`config.mk`:
```
export PLATFORM = sky130hd
export DESIGN_NAME = ccw_serializer
export DESIGN_NICKNAME = d
export VERILOG_FILES = /design/src/rtl/ccw_pkg.sv /design/src/rtl/ccw_reset_sync.sv /design/src/rtl/ccw_frame_build.sv /design/src/rtl/ccw_interval_timer.sv /design/src/rtl/ccw_sequencer.sv /design/src/rtl/ccw_serializer.sv
export SDC_FILE = /design/constraint.sdc
export NUM_CORES = 1
export LEC_CHECK = 0
export BUFFER_PORTS_ARGS = -buffer_cell sky130_fd_sc_hd__buf_2
export CAP_MARGIN = 30
export CORE_ASPECT_RATIO = 1.2
export CORE_UTILIZATION = 54
export DETAILED_ROUTE_END_ITERATION = 7
export PLACE_DENSITY = 0.72
export SYNTH_ARGS = -nofsm -noshare
export SYNTH_HDL_FRONTEND = slang
export SYNTH_SLANG_ARGS = --single-unit
export TNS_END_PERCENT = 1
```
`constraint.sdc`:
```
create_clock -name clk -period 3.4 [get_ports clk]
set_input_delay 0.17 -clock clk [delete_from_list [all_inputs] [get_ports clk]]
set_output_delay 0.17 -clock clk [all_outputs]
set_load 0.01 [all_outputs]
```
`src/rtl/ccw_pkg.sv`:
```
package ccw_pkg;

  // Phases of one serial control word
  typedef enum logic [2:0] {
    ST_IDLE  = 3'd0,
    ST_PRE   = 3'd1,
    ST_SEL   = 3'd2,
    ST_CLKLO = 3'd3,
    ST_DATA  = 3'd4,
    ST_CLKHI = 3'd5,
    ST_FIN   = 3'd6
  } ccw_state_e;

endpackage

```
`src/rtl/ccw_reset_sync.sv`:
```
module ccw_reset_sync #(
  parameter int STAGES = 2
) (
  input  logic clk,
  input  logic rst_n,
  output logic rst_sync_n
);

  logic [STAGES-1:0] sync_q;
  logic [STAGES-1:0] sync_d;

  always_comb begin
    sync_d = {sync_q[STAGES-2:0], 1'b1};
  end

  always_ff @(posedge clk or negedge rst_n) begin
    if (!rst_n) begin
      sync_q <= '0;
    end else begin
      sync_q <= sync_d;
    end
  end

  assign rst_sync_n = sync_q[STAGES-1];

endmodule

```
`src/rtl/ccw_frame_build.sv`:
```
module ccw_frame_build #(
  parameter int          ADDR_W     = 5,
  parameter int          DATA_W     = 8,
  parameter int          DEV_ADDR_W = 2,
  parameter logic [DEV_ADDR_W-1:0] DEV_ADDR = 2'b10,
  localparam int         FRAME_W    = DEV_ADDR_W + 1 + ADDR_W + DATA_W
) (
  input  logic [ADDR_W-1:0]  addr,
  input  logic [DATA_W-1:0]  data,
  output logic [FRAME_W-1:0] frame
);

  // device code, write flag, register address, data byte
  assign frame = {DEV_ADDR, 1'b1, addr, data};

endmodule

```
`src/rtl/ccw_interval_timer.sv`:
```
module ccw_interval_timer #(
  parameter int TICK_W = 8
) (
  input  logic              clk,
  input  logic              rst_n,
  input  logic              load,
  input  logic [TICK_W-1:0] load_val,
  input  logic              run,
  output logic              expire
);

  logic [TICK_W-1:0] lim_q, lim_d;
  logic [TICK_W-1:0] cnt_q, cnt_d;

  assign expire = run && (cnt_q == (lim_q - TICK_W'(1)));

  always_comb begin
    lim_d = lim_q;
    if (load) begin
      lim_d = (load_val == '0) ? TICK_W'(1) : load_val;
    end
    if (!run || expire) begin
      cnt_d = '0;
    end else begin
      cnt_d = cnt_q + TICK_W'(1);
    end
  end

  always_ff @(posedge clk or negedge rst_n) begin
    if (!rst_n) begin
      lim_q <= TICK_W'(1);
      cnt_q <= '0;
    end else begin
      lim_q <= lim_d;
      cnt_q <= cnt_d;
    end
  end

endmodule

```
`src/rtl/ccw_sequencer.sv`:
```
module ccw_sequencer
  import ccw_pkg::*;
#(
  parameter int FRAME_W   = 16,
  parameter int NUM_CHIPS = 2,
  parameter int CHIP_W    = 1
) (
  input  logic                 clk,
  input  logic                 rst_n,
  input  logic                 start,
  input  logic [CHIP_W-1:0]    start_chip,
  input  logic [FRAME_W-1:0]   start_frame,
  input  logic                 expire,
  output logic                 busy,
  output logic                 done,
  output logic                 ser_clk,
  output logic                 ser_dat,
  output logic [NUM_CHIPS-1:0] ser_cs_n
);

  localparam int BIT_W = $clog2(FRAME_W);

  ccw_state_e           state_q, state_d;
  logic [FRAME_W-1:0]   shift_q, shift_d;
  logic [BIT_W-1:0]     bit_q, bit_d;
  logic [CHIP_W-1:0]    sel_q, sel_d;
  logic                 clk_q, clk_d;
  logic                 dat_q, dat_d;
  logic [NUM_CHIPS-1:0] csn_q, csn_d;
  logic                 done_q, done_d;
  logic [NUM_CHIPS-1:0] sel_hit;

  // one-hot decode of the latched chip index
  for (genvar g = 0; g < NUM_CHIPS; g++) begin : g_dec
    assign sel_hit[g] = (sel_q == CHIP_W'(g));
  end

  always_comb begin
    state_d = state_q;
    shift_d = shift_q;
    bit_d   = bit_q;
    sel_d   = sel_q;
    clk_d   = clk_q;
    dat_d   = dat_q;
    csn_d   = csn_q;
    done_d  = 1'b0;
    case (state_q)
      ST_IDLE: begin
        if (start) begin
          state_d = ST_PRE;
          shift_d = start_frame;
          sel_d   = start_chip;
        end
      end
      ST_PRE: begin
        if (expire) begin
          state_d = ST_SEL;
          csn_d   = ~sel_hit;
        end
      end
      ST_SEL: begin
        if (expire) begin
          state_d = ST_CLKLO;
          clk_d   = 1'b0;
          bit_d   = BIT_W'(FRAME_W - 1);
        end
      end
      ST_CLKLO: begin
        if (expire) begin
          state_d = ST_DATA;
          dat_d   = shift_q[FRAME_W-1];
          shift_d = {shift_q[FRAME_W-2:0], 1'b0};
        end
      end
      ST_DATA: begin
        if (expire) begin
          state_d = ST_CLKHI;
          clk_d   = 1'b1;
        end
      end
      ST_CLKHI: begin
        if (expire) begin
          if (bit_q == '0) begin
            state_d = ST_FIN;
            clk_d   = 1'b1;
            dat_d   = 1'b1;
            csn_d   = '1;
          end else begin
            state_d = ST_CLKLO;
            bit_d   = bit_q - BIT_W'(1);
            clk_d   = 1'b0;
          end
        end
      end
      ST_FIN: begin
        if (expire) begin
          state_d = ST_IDLE;
          done_d  = 1'b1;
        end
      end
      default: begin
        state_d = ST_IDLE;
        clk_d   = 1'b1;
        dat_d   = 1'b1;
        csn_d   = '1;
      end
    endcase
  end

  always_ff @(posedge clk or negedge rst_n) begin
    if (!rst_n) begin
      state_q <= ST_IDLE;
      shift_q <= '0;
      bit_q   <= '0;
      sel_q   <= '0;
      clk_q   <= 1'b1;
      dat_q   <= 1'b1;
      csn_q   <= '1;
      done_q  <= 1'b0;
    end else begin
      state_q <= state_d;
      shift_q <= shift_d;
      bit_q   <= bit_d;
      sel_q   <= sel_d;
      clk_q   <= clk_d;
      dat_q   <= dat_d;
      csn_q   <= csn_d;
      done_q  <= done_d;
    end
  end

  assign busy     = (state_q != ST_IDLE);
  assign done     = done_q;
  assign ser_clk  = clk_q;
  assign ser_dat  = dat_q;
  assign ser_cs_n = csn_q;

endmodule

```
`src/rtl/ccw_serializer.sv`:
```
module ccw_serializer #(
  parameter int TICK_W     = 8,
  parameter int NUM_CHIPS  = 2,
  parameter int ADDR_W     = 5,
  parameter int DATA_W     = 8,
  parameter int DEV_ADDR_W = 2,
  parameter logic [DEV_ADDR_W-1:0] DEV_ADDR = 2'b10,
  localparam int CHIP_W    = (NUM_CHIPS > 1) ? $clog2(NUM_CHIPS) : 1
) (
  input  logic                 clk,
  input  logic                 rst_n,
  input  logic                 req_valid,
  input  logic [CHIP_W-1:0]    req_chip,
  input  logic [ADDR_W-1:0]    req_addr,
  input  logic [DATA_W-1:0]    req_data,
  input  logic [TICK_W-1:0]    tick_cnt,
  output logic                 busy,
  output logic                 done,
  output logic                 ser_clk,
  output logic                 ser_dat,
  output logic [NUM_CHIPS-1:0] ser_cs_n
);

  localparam int FRAME_W = DEV_ADDR_W + 1 + ADDR_W + DATA_W;

  logic               rst_sync_n;
  logic               accept;
  logic               expire;
  logic [FRAME_W-1:0] frame;

  assign accept = req_valid && !busy;

  ccw_reset_sync #(.STAGES(2)) u_rst (
    .clk        (clk),
    .rst_n      (rst_n),
    .rst_sync_n (rst_sync_n)
  );

  ccw_frame_build #(
    .ADDR_W     (ADDR_W),
    .DATA_W     (DATA_W),
    .DEV_ADDR_W (DEV_ADDR_W),
    .DEV_ADDR   (DEV_ADDR)
  ) u_frame (
    .addr  (req_addr),
    .data  (req_data),
    .frame (frame)
  );

  ccw_interval_timer #(.TICK_W(TICK_W)) u_timer (
    .clk      (clk),
    .rst_n    (rst_sync_n),
    .load     (accept),
    .load_val (tick_cnt),
    .run      (busy),
    .expire   (expire)
  );

  ccw_sequencer #(
    .FRAME_W   (FRAME_W),
    .NUM_CHIPS (NUM_CHIPS),
    .CHIP_W    (CHIP_W)
  ) u_seq (
    .clk         (clk),
    .rst_n       (rst_sync_n),
    .start       (accept),
    .start_chip  (req_chip),
    .start_frame (frame),
    .expire      (expire),
    .busy        (busy),
    .done        (done),
    .ser_clk     (ser_clk),
    .ser_dat     (ser_dat),
    .ser_cs_n    (ser_cs_n)
  );

endmodule

```
## Yosys cells after proc, flatten, opt, wreduce, memory -nomap -nowiden

Index checks and enable logic that the tools add are counted.

- Word-level logic and storage cells: 88
- Input port bits: 25
- Bits in registers: 47
- Output and inout bits: 6

- Reductions and logical operators: 20
- Equality and inequality tests: 16
- Bitwise logic cells: 5
- Add/sub/neg operators: 3
- Mux-type cells: 33

Operators with widths:

| operator | number |
|---|---|
| $mux 16 | 2 |
| $pmux 16 s2 | 1 |
| $mux 3 | 8 |
| $pmux 3 s7 | 1 |
| $mux 8 | 2 |
| $ne 2x2->1 const B | 8 |
| $reduce_and 4->1 | 4 |
| $mux 4 | 3 |
| $reduce_or 5->1 | 2 |
| $eq 3x3->1 const B | 3 |
| $mux 1 | 9 |
| $add 8x1->8 const B | 1 |
| $eq 8x8->1 | 1 |
| $logic_not 8->1 | 1 |
| $pmux 4 s2 | 1 |
| $sub 8x1->8 const B | 1 |
| $reduce_and 7->1 | 1 |
| $eq 3x2->1 const B | 2 |
| $mux 2 | 3 |
| $pmux 2 s3 | 1 |
| $logic_not 4->1 | 1 |
| $not 1->1 | 4 |
| $pmux 1 s4 | 1 |
| $reduce_bool 2->1 | 2 |
| other kinds (13) | 14 |

## Depth between registers and ports, before layout

Gate-level depths: netlist of run 1.

- Word-level depth: 5
- Depth in mapped cells: 10
- Gate-level depth less buffers: 8

## By module

Synthesis of run 1 repeated with hierarchy kept, for this count alone.

- Cell total of the unflattened synthesis: 287
- Area total of the unflattened synthesis: 2,797.7 um^2

Modules (own cells, without submodules):

| module | sequential area each (um^2) | area an instance (um^2) | cells an instance | instances |
|---|---|---|---|---|
| ccw_sequencer | 730.7 | 1,612.8 | 163 | 1 |
| ccw_interval_timer | 401.6 | 989.7 | 102 | 1 |
| ccw_frame_build | 0.0 | 127.6 | 18 | 1 |
| ccw_reset_sync | 50.0 | 53.8 | 3 | 1 |
| ccw_serializer | 0.0 | 13.8 | 1 | 1 |

## Worst setup path before layout of run 1

OpenSTA, ideal clock, no wires.

- Path type: reg2reg
- Start: register u_timer.lim_q[1]
- End: register u_seq.shift_q[10]
- Arrival time: 2,360 ps
- Setup time: 123 ps
- Data required time: 3,277 ps
- Stages on the path, launching flop included: 11
- Slack: 917 ps
- Cell sequence: dfrtp_1 -> inv_1 -> ha_1 -> or3b_1 -> a211o_1 -> nor4_2 -> o211ai_4 -> or2_1 -> buf_6 -> buf_6 -> o221a_1

- Cells in the longest elaborated chain, start to end: 5

Ends and longest elaborated chain:

| what | RTL line | source |
|---|---|---|
| from (decl) | ccw_interval_timer.sv:12 | `logic [TICK_W-1:0] lim_q, lim_d;` |
| from (signal assigned) | ccw_interval_timer.sv:34 | `lim_q <= lim_d;` |
| $sub 8x1->8 | ccw_interval_timer.sv:15 | `assign expire = run && (cnt_q == (lim_q - TICK_W'(1)));` |
| $eq 8x8->1 | ccw_interval_timer.sv:15 |  |
| $logic_and 1x1->1 | ccw_interval_timer.sv:15 |  |
| $ne 2x2->1 (no source line) | -- |  |
| $reduce_and 3->1 (no source line) | -- |  |
| to (signal assigned) | ccw_sequencer.sv:122 | `shift_q <= shift_d;` |
| to (decl) | ccw_sequencer.sv:24 | `logic [FRAME_W-1:0] shift_q, shift_d;` |

Every way passes these cells.
A chain may end at the register's enable or synchronous reset.

## Worst setup path after layout of run 1

- Start: register u_timer.lim_q[1]
- End: register u_seq.shift_q[1]

Same word-level chain as after synthesis.

==> results.md, run 1 <==
* Final Cycle Share at 83.0%
* Power per cell area at 535 nW/µm²
* Starting Density at 56.6%
* Wire per inst at 14.6 µm
* Cell family with most CP delay: simple AND/OR/NAND/NOR gates
* DRT iter0 DRCs at 69
* Final std cells w/o fill at 318
* Reg-to-Reg Start: u_timer.lim_q[1]
* Clock latency on the worst-skew pair at 300 ps
* Crit Path Category: reg -> reg
* Clock power share at 23.3%
* Routed Antenna Nets at 0
* Total CTS buffers at 5
* Register share of total power at 52.2%
* Synthesized flop and latch total at 47
* Post-route setup TNS at 0 ps
* Largest net degree at the start of global routing at 46
* Synth Instances at 231
* Slew HR at 52.2%
* # DRC at 0
* Cell variety after synth at 47
* Die Span Y at 75.5 µm
* Warning count from the yosys run at 0
* Hold Path Depth at 3
* DRT Wirelength at 4650 µm
* Worst path slowest cell: or2_1
* Worst reg2reg path depth at 8
* Commonest non-fill, non-tap cell in the layout: dfrtp_1
* Final net count at 289
* # Max-Cap Violations at 0
* CTS sink cnt at 47
* RSZ-0062 raised after global routing: no
* Initial antenna violation count at 0
* Grt ovf at 0
* DR vias at 1843
* Leakage at 1.21 nW
* Worst path bufs/invs at 1
* Cell Int Power at 0.000971 W
* Placeable Area at 4290 µm²
* Clock transition at path regs at 90 ps
* CP Max Fanout at 17
* Core Util, Final at 63.5%
* CTS tree: done
* Leading cell types in the layout, fill and taps excluded: dfrtp_1, buf_2, nor2_1
* Final slew viol count at 0
* I/O pin total at 31
* Final Critical Period at 2820 ps
* First-pass GRT wire length at 8010 µm
* Synth Flop Type: dfrtp_1
* Hold Vio Cnt, Final at 0
* Post-DP HPWL at 3360 µm
* Share of cells above drive strength 1 at 25.6%
* Min-delay worst type: in -> reg
* Syn avg cell area at 10.5 µm²
* Crit path cell chain: inv_1 -> ha_1 -> or3b_1 -> a211o_1 -> nor4_2 -> o211ai_4 -> or2_1 -> o221a_2
* # port buffers at 30
* Final setup margin at 579 ps
* Vias per cell at 5.80
* Setup violators final at 0
* Drt first pass iters at 4
* N_diodes at 0
* Core Rows at 26
* Longest Clk Path Bufs at 2
* Switching power at 0.000489 W
* Post-CTS Setup Bufs at 0
* Hold WS at 76.5 ps
* Hold worst-path end: u_seq.shift_q[0]
* CP required at 3600 ps
* Outcome: finished, final reports clean
* Fmax at 355 MHz
* HP Start: req_data[0]
* Mapped Nets at 259
* Cell Area, Synth at 2430 µm²
* Vias in the first global route at 1766
* Die Footprint at 4780 µm²
* Startpoint types: flip-flop
* RD Place Congestion at 0.854
* Slew @ Worst Pin at 717 ps
* Worst slack at placement at 609 ps
* Max rail drop VDD at 323 µV
* Worst R2R Setup Slack at 580 ps
* Die Wd at 63.3 µm
* Combinational fraction of design power at 24.4%
* Clk_skew at 12.0 ps
* CTS Root Cell: clkbuf_8
* Dpl cells at 308
* Worst setup EP type: flip-flop
* Number of synthesized flops with an enable pin at 0
* Slowest Stage Delay on Critical Path at 500 ps
* Htree depth at 2
* Sequential fraction of the synthesis area at 48.6%
* Post-synth ARST share at 100%
* Switching Fraction at 33.5%
* Reg2reg end: u_seq.shift_q[1]
* P&R area growth vs syn at 12.2%
* Crit path DAT at 3020 ps
* Total GRT Usage at 21.7%
-- power by group through the flow --
| stage | Combinational (W) | Clock, W | Sequential (W) |
|---|---|---|---|
| final | 0.000357 | 0.000341 | 0.000762 |
| after global routing | 0.000407 | 0.000373 | 0.000778 |
| after CTS | 0.000346 | 0.000353 | 0.000772 |
| after detailed placement | 0.000342 | 0 | 0.000783 |
| after global placement | 0.000335 | 0 | 0.000781 |
| after floorplan | 0.000277 | 0 | 0.000746 |
-- synth_stat cells (2+ instances only) --
master     n  area (µm²)
xnor2_1    5        43.8
ha_1       3        37.5
or4_1      2        15.0
buf_6      2        22.5
and3_1     4        25.0
or3b_1     2        17.5
maj3_1     2        20.0
inv_1     10        37.5
nor2b_1    3        18.8
or2_1      2        12.5
a22o_1     2        17.5
nor2_1    18        67.6
a211o_1    4        35.0
nor3_1     7        35.0
a21oi_1    6        30.0
o221a_1    6        67.6
nand2_1   12        45.0
dfrtp_1   42        1050
buf_2      2        10.0
nand4_1    2        12.5
o21ai_0    9        45.0
a211oi_1   3        22.5
dfstp_2    5         131
o221a_2    7        78.8
o211ai_1   3        22.5
xor2_1     8        70.1
mux2_2     8        90.1
clkbuf_1   6        22.5
nand3_1    8        40.0
nand2b_1  15        93.8
a31oi_1    5        31.3
or3_1      2        12.5
nor4_1     2        12.5
-- sequential cells by signal, summed over array words and instances, names as in the netlist --
| register | count |
|---|---|
| u_seq.bit_q | 4 |
| u_rst.sync_q | 2 |
| u_seq.sel_q | 1 |
| u_seq.done | 1 |
| u_seq.ser_clk | 1 |
| u_seq.state_q | 3 |
| u_seq.ser_cs_n | 2 |
| u_timer.lim_q | 8 |
| u_timer.cnt_q | 8 |
| u_seq.ser_dat | 1 |
| u_seq.shift_q | 16 |
-- worst max-delay path by stage --
stage | startpoint | to | slack [ps] | cells past startpoint
after detailed placement | u_timer.lim_q[1] | u_seq.shift_q[7] | 610 | 8
final | u_timer.lim_q[1] | u_seq.shift_q[1] | 580 | 8
after global routing | u_timer.lim_q[1] | u_seq.shift_q[1] | 460 | 8
after global placement | u_timer.lim_q[1] | u_seq.shift_q[2] | 660 | 8
after floorplan | u_timer.lim_q[1] | u_seq.shift_q[10] | 920 | 10
after CTS | u_timer.lim_q[1] | u_seq.shift_q[1] | 590 | 8
-- cell type report --
cell class,instances,area [µm²]
clock inverters,3,25.0
fillers,391,1570
multi-input cells,164,1160
clock buffers,5,68.8
inverters,10,37.5
repair buffers,33,188
flip-flops and latches,47,1180
well taps,56,70.1
-- kinds of logic (layout without fill, tap and decap cells) --
logic type | Yosys count | count (layout) | share of synthesized area (%)
and+or+nand+nor | 86 | 86 | 19.6
DFF | 47 | 47 | 48.6
xor gates and xnor gates | 13 | 13 | 4.68
adders and majority gates | 5 | 5 | 2.37
buffers and inverters | 20 | 51 | 3.81
other | 1 | 1 | 0.154
muxes | 8 | 8 | 3.71
AOI/OAI and AO/OA | 51 | 51 | 17.0
-- what timing repair did --
item,in CTS,in global routing
hold buffers,1,0
resized for setup,0,0
endpoints found under the hold margin,2,0
-- per-layer routing --
layer | vias up | track usage, % | routed length, µm
met5 | - | 0 | 0
met4 | 0 | 7.58 | 96
met3 | 12 | 4.79 | 121
met2 | 33 | 38.8 | 2370
met1 | 902 | 26.3 | 2060
li1 | 896 | - | -
-- worst reg2reg max path: cells and delay by family (launching register included) --
family | cells | cell delay [ps]
simple gates | 3 | 1150
flops | 1 | 400
compound gates | 3 | 910
fa+ha+maj | 1 | 190
buf+inv | 1 | 80
-- through the flow --
step                area [µm²]  total power [W]
detailed placement        2610          0.00112
floorplan                 2430          0.00102
global route              2730          0.00156
finish                    2730          0.00146
global placement          2610          0.00112
CTS                       2710          0.00147
No activity file was read; power rests on OpenSTA's default activity.
==> run 2, diff against run 1 <==
- clock period: 3.4 -> 2.83 ns (I/O delays scaled with it)
==> results.md, run 2 (synthesis results as in run 1) <==
* Outcome: finished, final reports clean
* DR vias at 1800 (-2.3%)
* Post-DP HPWL at 3290 µm (-2.0%)
* Die Span Y at 75.5 µm (unchanged)
* CTS tree: done
* Min-delay worst type: in -> reg
* # port buffers at 30 (unchanged)
* HP Start: req_data[0]
* Crit Path Category: reg -> reg
* Register name with the most flops: u_seq.shift_q
* I/O pin total at 31 (unchanged)
* Final Cycle Share at 94.4% (+11 points)
* Fill cells at 355 (-9.2%)
* RD Place Congestion at 0.837 (-2.0%)
* Total GRT Usage at 21.9% (+0.12 points)
* Longest Clk Path Bufs at 2 (unchanged)
* Placed inst area at 2610 µm² (+0.29%)
* # DRC at 0 (unchanged)
* Worst Setup SP: u_timer.lim_q[1]
* Commonest non-fill, non-tap cell in the layout: dfrtp_1
* Share of cells above drive strength 1 at 26.2% (+0.66 points)
* Worst setup EP type: flip-flop
* CTS sink cnt at 47 (unchanged)
* Vias in the first global route at 1742 (-1.4%)
* Hold WS at 39.1 ps (-37.4 ps)
* Clock latency on the worst-skew pair at 300 ps (about the same)
* Largest registers: u_seq.shift_q: 16 flops, u_timer.cnt_q: 8 flops, u_timer.lim_q: 8 flops
* Final net count at 290 (+0.35%)
* Die Wd at 63.3 µm (unchanged)
* Worst reg2reg path depth at 8 (unchanged)
* CP Max Fanout at 17 (unchanged)
* Largest net degree at the start of global routing at 46 (unchanged)
* Clk_skew at 11.0 ps (-1.01 ps)
* Vias per cell at 5.64 (-2.6%)
* DRT iter0 DRCs at 70 (+1.4%)
* Final slew viol count at 0 (unchanged)
* Reg2reg end: u_seq.shift_q[7]
* DRT Wirelength at 4620 µm (-0.71%)
* Hold Vio Cnt, Final at 0 (unchanged)
* Leading cell types in the layout, fill and taps excluded: dfrtp_1, buf_2, nor2_1
* Wire per inst at 14.5 µm (-1.0%)
* Power per cell area at 636 nW/µm² (+19%)
* Reg-to-Reg Start: u_timer.lim_q[1]
* Core Util, Final at 63.7% (+0.17 points)
* Worst R2R Setup Slack at 160 ps (-420 ps)
* Post-route setup TNS at 0 ps (unchanged)
* RSZ-0062 raised after global routing: no
* Fmax at 374 MHz (+5.5%)
* Grt ovf at 0 (unchanged)
* Post-route design area at 2740 µm² (+0.27%)
* N_diodes at 0 (unchanged)
* Worst slack at placement at 150 ps (-459 ps)
* CTS Root Cell: clkbuf_8
* Core Rows at 26 (unchanged)
* Die Footprint at 4780 µm² (unchanged)
* Register area at 1180 µm² (unchanged)
* Placeable Area at 4290 µm² (unchanged)
* Total CTS buffers at 5 (unchanged)
* Initial antenna violation count at 0 (unchanged)
* Drt first pass iters at 4 (unchanged)
* Max reg flops at 16 (unchanged)
* Area occupied by multi-input gates at 1160 µm² (+0.22%)
* Clock transition at path regs at 90 ps (about the same)
* Startpoint types: flip-flop
* Final setup margin at 157 ps (-422 ps)
* Starting Density at 56.6% (unchanged)
* Post-CTS Setup Bufs at 0 (unchanged)
* CP endpoint: u_seq.shift_q[7]
* Final Critical Period at 2670 ps (-148 ps)
* Max rail drop VDD at 349 µV (+7.9%)
* Slew HR at 53.1% (+0.90 points)
* Htree depth at 2 (unchanged)
* Routed Antenna Nets at 0 (unchanged)
* Crit path DAT at 2870 ps (-150 ps)
* First-pass GRT wire length at 7960 µm (-0.60%)
* CP required at 3020 ps (-580 ps)
* Slew @ Worst Pin at 704 ps (-13.5 ps)
* P&R area growth vs syn at 12.6%
* Leakage at 1.22 nW (+0.69%)
* # Max-Cap Violations at 0 (unchanged)
* Setup violators final at 0 (unchanged)
==> run 2: cell count changes in the layout (fill, tap and decap cells not counted) <==
cell        previous run  this run
clkinv_4               2         1
buf_4                  1         2
nor2_2                 0         1
inv_6                  0         1
clkinvlp_4             1         0
nor2_1                18        17
clkinv_2               0         1
==> run 2: worst max-delay path, stage by stage, from the launching register on <==
cell and delay, ps:
dfrtp_1 400, inv_1 80, ha_1 200, or3b_1 360, a211o_1 300, nor4_2 280, o211ai_4 120, or2_1 460
o221a_2 370
==> run 2: where the power goes <==
part | switching (W) | internal [W]
combinational | 0.000220 | 0.000206
sequential | 0.000129 | 0.000784
clock | 0.000224 | 0.000177
==> run 2: stage by stage <==
step                total power (W)  instances
floorplan                   0.00123        231
global placement            0.00134        309
detailed placement          0.00135        309
CTS                         0.00176        318
global route                0.00186        319
finish                      0.00174        319
==> run 2: layer usage <==
metal	global-route usage, %	up-vias	wire length [µm]
met4	8.08	0	71
met1	27.1	867	2080
li1	-	901	-
met2	38.5	26	2310
met3	4.34	6	157
met5	0	-	0
==> run 2: worst min-delay path by stage <==
stage,cells after the start,slack [ps],end
2_1_floorplan,0,-150,u_rst.sync_q[0]
5_1_grt,3,40,u_seq.shift_q[0]
4_1_cts,3,30,u_seq.shift_q[0]
6_report,3,40,u_seq.shift_q[0]
3_3_place_gp,1,-70,u_rst.sync_q[0]
3_5_place_dp,1,-70,u_rst.sync_q[0]
==> run 2: cell type report <==
class / count / share of cell area [%]
clock inverters: 3 / 0.823
repair buffers: 34 / 7.13
clock buffers: 5 / 2.51
multi-input cells: 164 / 42.3
flip-flops and latches: 47 / 43.3
inverters: 10 / 1.37
well taps: 56 / 2.56
==> run 2: what timing repair did <==
| action | 4_1_cts | 5_1_grt |
|---|---|---|
| setup endpoints to repair | 0 | 2 |
| resized for setup | 0 | 1 |
| hold endpoints to repair | 2 | 0 |
| hold buffers | 1 | 0 |
